File: src/rtl/pshadow_pkg.sv
// Package: shared types for the interstage shadow register file.
// Assumes: one pulse set is produced per clock by the sequencer.
package pshadow_pkg;

    // One-cycle strobes issued to the pipeline after a sequencer decision
    typedef struct packed {
        logic flush;
        logic pc_load;
        logic restore;
    } seq_pulse_t;

endpackage

File: src/rtl/pshadow_prio.sv
// Module: fixed-priority request picker; the lowest set index wins.
// Assumes: N >= 2, purely combinational.
module pshadow_prio #(
    parameter int N  = 4,
    localparam int IW = $clog2(N)
) (
    input  logic [N-1:0]  req,
    output logic          any,
    output logic [IW-1:0] idx
);

    // Scan from the top so the lowest set index is the last one written
    always_comb begin
        any = |req;
        idx = '0;
        for (int i = N - 1; i >= 0; i--) begin
            if (req[i]) idx = IW'(i);
        end
    end

endmodule

File: src/rtl/pshadow_bank.sv
// Module: bank of shadow words, one per interstage link.
// Assumes: a capture overrides a software write in the same cycle.
module pshadow_bank #(
    parameter int NL = 4,
    parameter int WW = 17,
    localparam int AW = $clog2(NL)
) (
    input  logic             clk,
    input  logic             rst_n,
    input  logic             cap_i,
    input  logic [NL*WW-1:0] live_i,
    input  logic             wr_en_i,
    input  logic [AW-1:0]    addr_i,
    input  logic [WW-1:0]    wr_data_i,
    output logic [WW-1:0]    rd_data_o,
    output logic [NL*WW-1:0] shadow_o
);

    logic [WW-1:0] sh_q [NL];

    for (genvar g = 0; g < NL; g++) begin : g_word
        // Capture a link snapshot or accept a supervisory write
        always_ff @(posedge clk) begin
            if (!rst_n)
                sh_q[g] <= '0;
            else if (cap_i)
                sh_q[g] <= live_i[g*WW +: WW];
            else if (wr_en_i && addr_i == AW'(g))
                sh_q[g] <= wr_data_i;
        end

        assign shadow_o[g*WW +: WW] = sh_q[g];

        AST_SW_STORE: assert property (@(posedge clk) disable iff (!rst_n)
            (wr_en_i && !cap_i && addr_i == AW'(g)) |=> sh_q[g] == $past(wr_data_i));
    end

    // Supervisory read of the addressed word
    always_comb rd_data_o = sh_q[addr_i];

    AST_CAPTURE_SNAPSHOT: assert property (@(posedge clk) disable iff (!rst_n)
        cap_i |=> shadow_o == $past(live_i));

endmodule

File: src/rtl/pshadow_seq.sv
// Module: interrupt sequencer; owns the enable flag, the pulses and the vector.
// Assumes: capture takes priority over return and enable commands.
module pshadow_seq
    import pshadow_pkg::*;
#(
    parameter int          N         = 4,
    parameter int          PC_W      = 16,
    parameter logic [15:0] VEC_BASE  = 16'h0100,
    parameter int          VEC_SHIFT = 4,
    localparam int IW = $clog2(N)
) (
    input  logic            clk,
    input  logic            rst_n,
    input  logic            any_req_i,
    input  logic [IW-1:0]   req_idx_i,
    input  logic            rti_i,
    input  logic            en_set_i,
    output logic            cap_o,
    output seq_pulse_t      pulse_o,
    output logic [PC_W-1:0] vector_o
);

    logic en_q;

    // A request is taken only while interrupts are enabled
    always_comb cap_o = en_q && any_req_i;

    // Enable flag: cleared on capture, set by return or software
    always_ff @(posedge clk) begin
        if (!rst_n)
            en_q <= 1'b1;
        else if (cap_o)
            en_q <= 1'b0;
        else if (rti_i || en_set_i)
            en_q <= 1'b1;
    end

    // One-cycle strobes toward the pipeline
    always_ff @(posedge clk) begin
        if (!rst_n)
            pulse_o <= '0;
        else begin
            pulse_o.flush   <= cap_o;
            pulse_o.pc_load <= cap_o;
            pulse_o.restore <= rti_i && !cap_o;
        end
    end

    // Vector register, updated only on capture
    always_ff @(posedge clk) begin
        if (!rst_n)
            vector_o <= '0;
        else if (cap_o)
            vector_o <= PC_W'(VEC_BASE) + (PC_W'(req_idx_i) << VEC_SHIFT);
    end

    AST_MASK_AFTER_CAPTURE: assert property (@(posedge clk) disable iff (!rst_n)
        pulse_o.pc_load |=> !pulse_o.pc_load);
    AST_CAPTURE_BEATS_RETURN: assert property (@(posedge clk) disable iff (!rst_n)
        (cap_o && rti_i) |=> (!pulse_o.restore && !en_q));
    AST_NO_RESTORE_WITH_FLUSH: assert property (@(posedge clk) disable iff (!rst_n)
        !(pulse_o.restore && pulse_o.flush));
    AST_RETURN_REENABLES: assert property (@(posedge clk) disable iff (!rst_n)
        pulse_o.restore |-> en_q);

endmodule

File: src/rtl/pipe_shadow_file.sv
// Module: top of the interstage shadow register file.
// Assumes: the pipeline honours flush_o, pc_load_o and restore_o in the cycle they are high.
module pipe_shadow_file
    import pshadow_pkg::*;
#(
    parameter int          NUM_STAGES = 5,
    parameter int          PAYLOAD_W  = 16,
    parameter int          NUM_REQ    = 4,
    parameter int          PC_W       = 16,
    parameter logic [15:0] VEC_BASE   = 16'h0100,
    parameter int          VEC_SHIFT  = 4,
    localparam int NL = NUM_STAGES - 1,
    localparam int WW = PAYLOAD_W + 1,
    localparam int AW = $clog2(NL),
    localparam int IW = $clog2(NUM_REQ)
) (
    input  logic               clk,
    input  logic               rst_n,
    input  logic [NUM_REQ-1:0] irq_req,
    input  logic [NL*WW-1:0]   live_bus_i,
    input  logic               rti_i,
    input  logic               int_en_set_i,
    input  logic               sw_we_i,
    input  logic [AW-1:0]      sw_addr_i,
    input  logic [WW-1:0]      sw_wdata_i,
    output logic [WW-1:0]      sw_rdata_o,
    output logic               flush_o,
    output logic               pc_load_o,
    output logic [PC_W-1:0]    pc_vector_o,
    output logic               restore_o,
    output logic [NL*WW-1:0]   restore_bus_o
);

    logic          sel_any;
    logic [IW-1:0] sel_idx;
    logic          cap;
    seq_pulse_t    pulse;

    pshadow_prio #(.N(NUM_REQ)) u_prio (
        .req (irq_req),
        .any (sel_any),
        .idx (sel_idx)
    );

    pshadow_seq #(
        .N(NUM_REQ), .PC_W(PC_W), .VEC_BASE(VEC_BASE), .VEC_SHIFT(VEC_SHIFT)
    ) u_seq (
        .clk       (clk),
        .rst_n     (rst_n),
        .any_req_i (sel_any),
        .req_idx_i (sel_idx),
        .rti_i     (rti_i),
        .en_set_i  (int_en_set_i),
        .cap_o     (cap),
        .pulse_o   (pulse),
        .vector_o  (pc_vector_o)
    );

    pshadow_bank #(.NL(NL), .WW(WW)) u_bank (
        .clk       (clk),
        .rst_n     (rst_n),
        .cap_i     (cap),
        .live_i    (live_bus_i),
        .wr_en_i   (sw_we_i),
        .addr_i    (sw_addr_i),
        .wr_data_i (sw_wdata_i),
        .rd_data_o (sw_rdata_o),
        .shadow_o  (restore_bus_o)
    );

    // Drive the pipeline strobes from the sequencer pulses
    always_comb begin
        flush_o   = pulse.flush;
        pc_load_o = pulse.pc_load;
        restore_o = pulse.restore;
    end

    AST_PICK_IS_REQUESTED: assert property (@(posedge clk) disable iff (!rst_n)
        sel_any |-> irq_req[sel_idx]);
    AST_PICK_IS_LOWEST: assert property (@(posedge clk) disable iff (!rst_n)
        sel_any |-> ((irq_req & ((NUM_REQ'(1) << sel_idx) - NUM_REQ'(1))) == '0));
    AST_VECTOR_STEADY: assert property (@(posedge clk) disable iff (!rst_n)
        !pc_load_o |-> $stable(pc_vector_o));
    AST_FLUSH_PAIRS_LOAD: assert property (@(posedge clk) disable iff (!rst_n)
        flush_o |-> (pc_load_o && !restore_o));

endmodule

File: config.mk
export PLATFORM = sky130hd
export DESIGN_NAME = pipe_shadow_file
export DESIGN_NICKNAME = d
export VERILOG_FILES = /design/src/rtl/pshadow_pkg.sv /design/src/rtl/pshadow_prio.sv /design/src/rtl/pshadow_bank.sv /design/src/rtl/pshadow_seq.sv /design/src/rtl/pipe_shadow_file.sv
export SDC_FILE = /design/constraint.sdc
export NUM_CORES = 1
export LEC_CHECK = 0
export BUFFER_PORTS_ARGS = -buffer_cell sky130_fd_sc_hd__clkbuf_2
export CORE_MARGIN = 3
export CORE_UTILIZATION = 35
export CTS_BUF_LIST = sky130_fd_sc_hd__clkbuf_4
export CTS_CLUSTER_SIZE = 14
export DETAILED_ROUTE_END_ITERATION = 8
export GPL_TIMING_DRIVEN = 0
export PLACE_DENSITY = 0.7
export REMOVE_ABC_BUFFERS = 1
export SLEW_MARGIN = 30
export SYNTH_ARGS = -nofsm -noshare
export SYNTH_HDL_FRONTEND = slang
export SYNTH_SLANG_ARGS = --single-unit
File: constraint.sdc
create_clock -name clk -period 1.8 [get_ports clk]
set_input_delay 0.36 -clock clk [delete_from_list [all_inputs] [get_ports clk]]
set_output_delay 0.36 -clock clk [all_outputs]
set_load 0.02 [all_outputs]
; ---- After elaboration in Yosys (flattened, before gate mapping)
; Memory sizes are Yosys's and may differ from the RTL's.
; Index checks and enable logic that the tools add are counted.
[word_totals]
reg_bits = 19
mem_bits_rw = 68
inputBits = 96
out_inout_bits = 104
wordCells = 62
memories = 1
[op_classes]
add_sub_neg = 1
eq_ne = 3
mux = 34
bitwise = 8
reduce_logical = 11
[memory_table]
columns = memory, depth, word_bits, rd, rd_clocked_by_memory_dff, write_ports, line_no
row1 = u_bank.sh_q, 4, 17, 5, 0, 4, pshadow_bank.sv:19  ; logic [WW-1:0] sh_q [NL];
[ops]
columns = operator, n
row1 = $mux W17, 8
row2 = $mux W1, 22
row3 = $add A9 B6 Y10 const A, 1
row4 = $mux W2, 4
row5 = $or A1 B1 Y1, 8
row6 = $logic_and A1 B1 Y1, 6
row7 = $eq A2 B2 Y1 const B, 2
row8 = $reduce_or A4 Y1, 1
row9 = $eq A2 B1 Y1 const B, 1
row10 = $logic_not A2 Y1, 1
row11 = $reduce_bool A2 Y1, 1
row12 = $logic_not A1 Y1, 1
row13 = $logic_or A1 B1 Y1, 1

; ---- Depth between registers and ports, before layout
[depth]
depth_word = 7
mapped_depth = 6
depth_no_buf = 4

; ---- By module
; From an unflattened synthesis, not the netlist that was laid out.
[hier_totals]
hier_cells = 248
area_unflattened_um2 = 3769.9
[by_module_without_submodules]
columns = mod, n_inst, cells_each, area_each_um2, seq_area_each_um2
row1 = pshadow_bank, 1, 206, 3424.5, 2042.0
row2 = pshadow_seq, 1, 35, 310.3, 120.1
row3 = pshadow_prio, 1, 7, 35.0, 0.0

; ---- Worst setup path before layout
; OpenSTA, ideal clock, no wires.
[synth_path]
path_type = input -> register
start = input irq_req[0]
end = memory u_bank.sh_q[2][0], enable pin
setup_ps = 428
arrival_time_ps = 1395
setup_slack_ps = -23
path_stages = 2
n_path_buf = 0
cell_sequence = o41ai_4 -> nand3_1
[synth_lines]
columns = element, line_no
row1 = "start, declared", pipe_shadow_file.sv:19  ; input logic [NUM_REQ-1:0] irq_req,
row2 = "end, declared", pshadow_bank.sv:19

==> metrics.csv <==
metric;value;unit
finalWeightedCongestion;0.7213;
grt_max_degree;70;
finalSetupViolCount;13;
finalHoldViolCount;0;
end_kind;primary output;
drcViolationCount;0;
cts_tree;done;
critPathKind;register to primary output;
drtIter0Drc;141;
place_inst;538;
cp_max_fo;2;
dieArea;11610;sq um
synth_seq_cells;74;
via_per_inst;5.204;
crit_required;1440;ps
htreeDepth;3;
n_antenna_cell;0;
yosysSeqAreaShare;0.5969;
grt_pass1_wl;16180;um
power_frac_comb;0.283;
finalPower;0.004641;W
worstMarginPinSlew;610.7;ps
pre_cts_ws;-720.9;ps
avgSynthCellArea;15.16;sq um
drt_wl_total;11150;um
syn_area;3622;sq um
vias;3034;
peakVddDrop;372.9;uV
fin_area;5132;sq um
fmax;545.7;MHz
clk_pin_slew;120;ps
p_sw;0.001399;W
outcome;finished with violations;
syn_inst;239;
cts_sinks;74;
ant_nets;0;
period_share;1.018;
setup_tns;-176.5;ps
instances_no_fill;583;
cts_buffers;9;
violations;setup timing;
overflow;0;
power_density;904.3;nW/um^2
dp_hpwl;7516;um
die_h;107.7;um
core-area;9910;sq um
hold_path_class;input pin to register;
die_w;107.7;um
slew_headroom;0.5929;
root_buffer;clkbuf_4;
io_pins;200;
min_period;1832;ps
clock_path_buffers;2;
switching_share;0.3015;
dpl_cell_area;4578;sq um
grt_pass1_vias;3078;
p_leak;2.302;nW
sequentialPowerShare;0.472;
cts_hold_buf;0;
start_kind;register;
nets;542;
finalMaxSlewViolations;0;
setup_ws;-32.44;ps
antenna_found_initial;0;
route.detailed.wl_per_inst;19.12;um
grt_usage;0.1869;
final_layout_size_suffix_gt1_frac;0.5711;
skew;13.03;ps
synth-warning-count;0;
maxCapViolations;0;
start_util;0.3655;
cp.arrival;1470;ps
syn_to_final_growth;41.69;%
rsz0062_at_grt;yes;
port_buffers;186;
internal_power;0.003242;W
ys_types;30;
clkPwrFrac;0.245;
core.rowCount;36;
clk_latency;410;ps
first_pass_iters;4;
==> through the flow <==
step | util | hold slack (ps)
3_3_place_gp | 0.4612 | 440.8
4_1_cts | 0.4942 | 142.8
6_report | 0.5179 | 176.8
5_1_grt | 0.5179 | 156.9
2_1_floorplan | - | 462.6
3_5_place_dp | 0.4620 | 437.9
==> power groups by stage <==
| stage | Clock (W) | Sequential, W | Combinational, W |
|---|---|---|---|
| after global placement | 0 | 0.00223 | 0.00110 |
| after floorplan | 0 | 0.00246 | 0.000403 |
| final | 0.00114 | 0.00219 | 0.00131 |
| after detailed placement | 0 | 0.00224 | 0.00111 |
| after CTS | 0.00116 | 0.00219 | 0.00118 |
| after global routing | 0.00124 | 0.00221 | 0.00139 |
==> Yosys cell counts <==
cell type  count  area, sq um
a21o_1         2        15.01
a21oi_1        2        10.01
a22o_1        17        148.9
a31o_2         1        8.760
and3_1         1        6.260
buf_1          1        3.750
buf_2          8        40.04
buf_4         15        112.6
buf_6          1        11.26
clkbuf_1       7        26.28
conb_1         1        3.750
dfxtp_1        6        120.1
edfxtp_1      68         2042
inv_1          3        11.26
inv_2          1        3.750
mux4_2        17        382.9
nand2_1       21        78.83
nand2_2        1        6.260
nand3_1        2        10.01
nand3_2        2        20.02
nand3b_1       1        7.510
nand4_2        1        12.51
nor2_1         1        3.750
nor2b_1        1        6.260
nor3_4         1        16.27
o21ai_0        2        10.01
o2bb2ai_1     51        446.7
o31ai_1        1        7.510
o41a_1         2        22.52
o41ai_4        1        27.53
==> metal layers <==
| layer | part of all wire | up-vias | global-route usage |
|---|---|---|---|
| li1 | - | 1386 | - |
| met1 | 0.42 | 1489 | 0.2414 |
| met2 | 0.49 | 146 | 0.3175 |
| met3 | 0.074 | 13 | 0.03119 |
| met4 | 0.015 | 0 | 0.06492 |
| met5 | 0 | - | 0 |
==> critical path, stage by stage (launching register included) <==
cell and delay [ps]:
edfxtp_1 430, mux4_2 490, buf_6 150
==> state kept, by name (all words and copies together), names as in the netlist <==
register and cells:
u_seq.vector_o 3, u_seq.en_q 1, u_bank.sh_q 68, u_seq.pulse_o 2
==> final timing paths <==
kind	from	to	slack, ps	depth (start not counted)
hold reg to reg	u_seq.vector_o[8]	u_seq.vector_o[8]	450	2
setup / recovery	u_bank.sh_q[2][14]	sw_rdata_o[14]	-30	2
hold / removal	rti_i	u_seq.en_q	180	2
setup reg to reg	u_seq.en_q	u_bank.sh_q[3][15]	110	4
==> layout make-up <==
type / count / area, sq um
sequential: 74 / 2162
clock inverter: 4 / 67.56
tap: 133 / 166.4
multi-input combinational: 141 / 1335
inverter: 4 / 22.52
timing repair buffer: 216 / 1296
fill: 881 / 4777
clock buffer: 11 / 82.58
==> logic make-up (layout without fill, tap and decap cells) <==
| family | Yosys count | count (layout) | share of synthesized area |
|---|---|---|---|
| AO/OA/AOI/OAI | 79 | 79 | 0.1924 |
| flip-flops | 74 | 74 | 0.5969 |
| buffers and inverters | 36 | 235 | 0.05769 |
| AND/OR/NAND/NOR | 32 | 32 | 0.04629 |
| multiplexers | 17 | 17 | 0.1057 |
| other | 1 | 13 | 0.001035 |
==> layout by cell type, fill, tap and decap left out, drive strengths merged <==
cell type    n
nor2b        1
clkinv       2
buf         48
and3         1
nand3        4
a22o        17
o41a         2
mux4        17
nand3b       1
o41ai        1
o31ai        1
bufinv       2
nor2         1
conb        13
dfxtp        6
o21ai        2
a31o         1
a21o         2
edfxtp      68
a21oi        2
o2bb2ai     51
nor3         1
nand4        1
clkbuf     179
nand2       22
inv          4
==> timing repair <==
action | in CTS | in global routing
setup endpoints to repair | 108 | 74
setup buffers | 19 | 11
pin swaps | 1 | 1
resized for setup | 5 | 57
gates cloned | 0 | 0
Note: power is estimated with default switching activity, not from simulation.
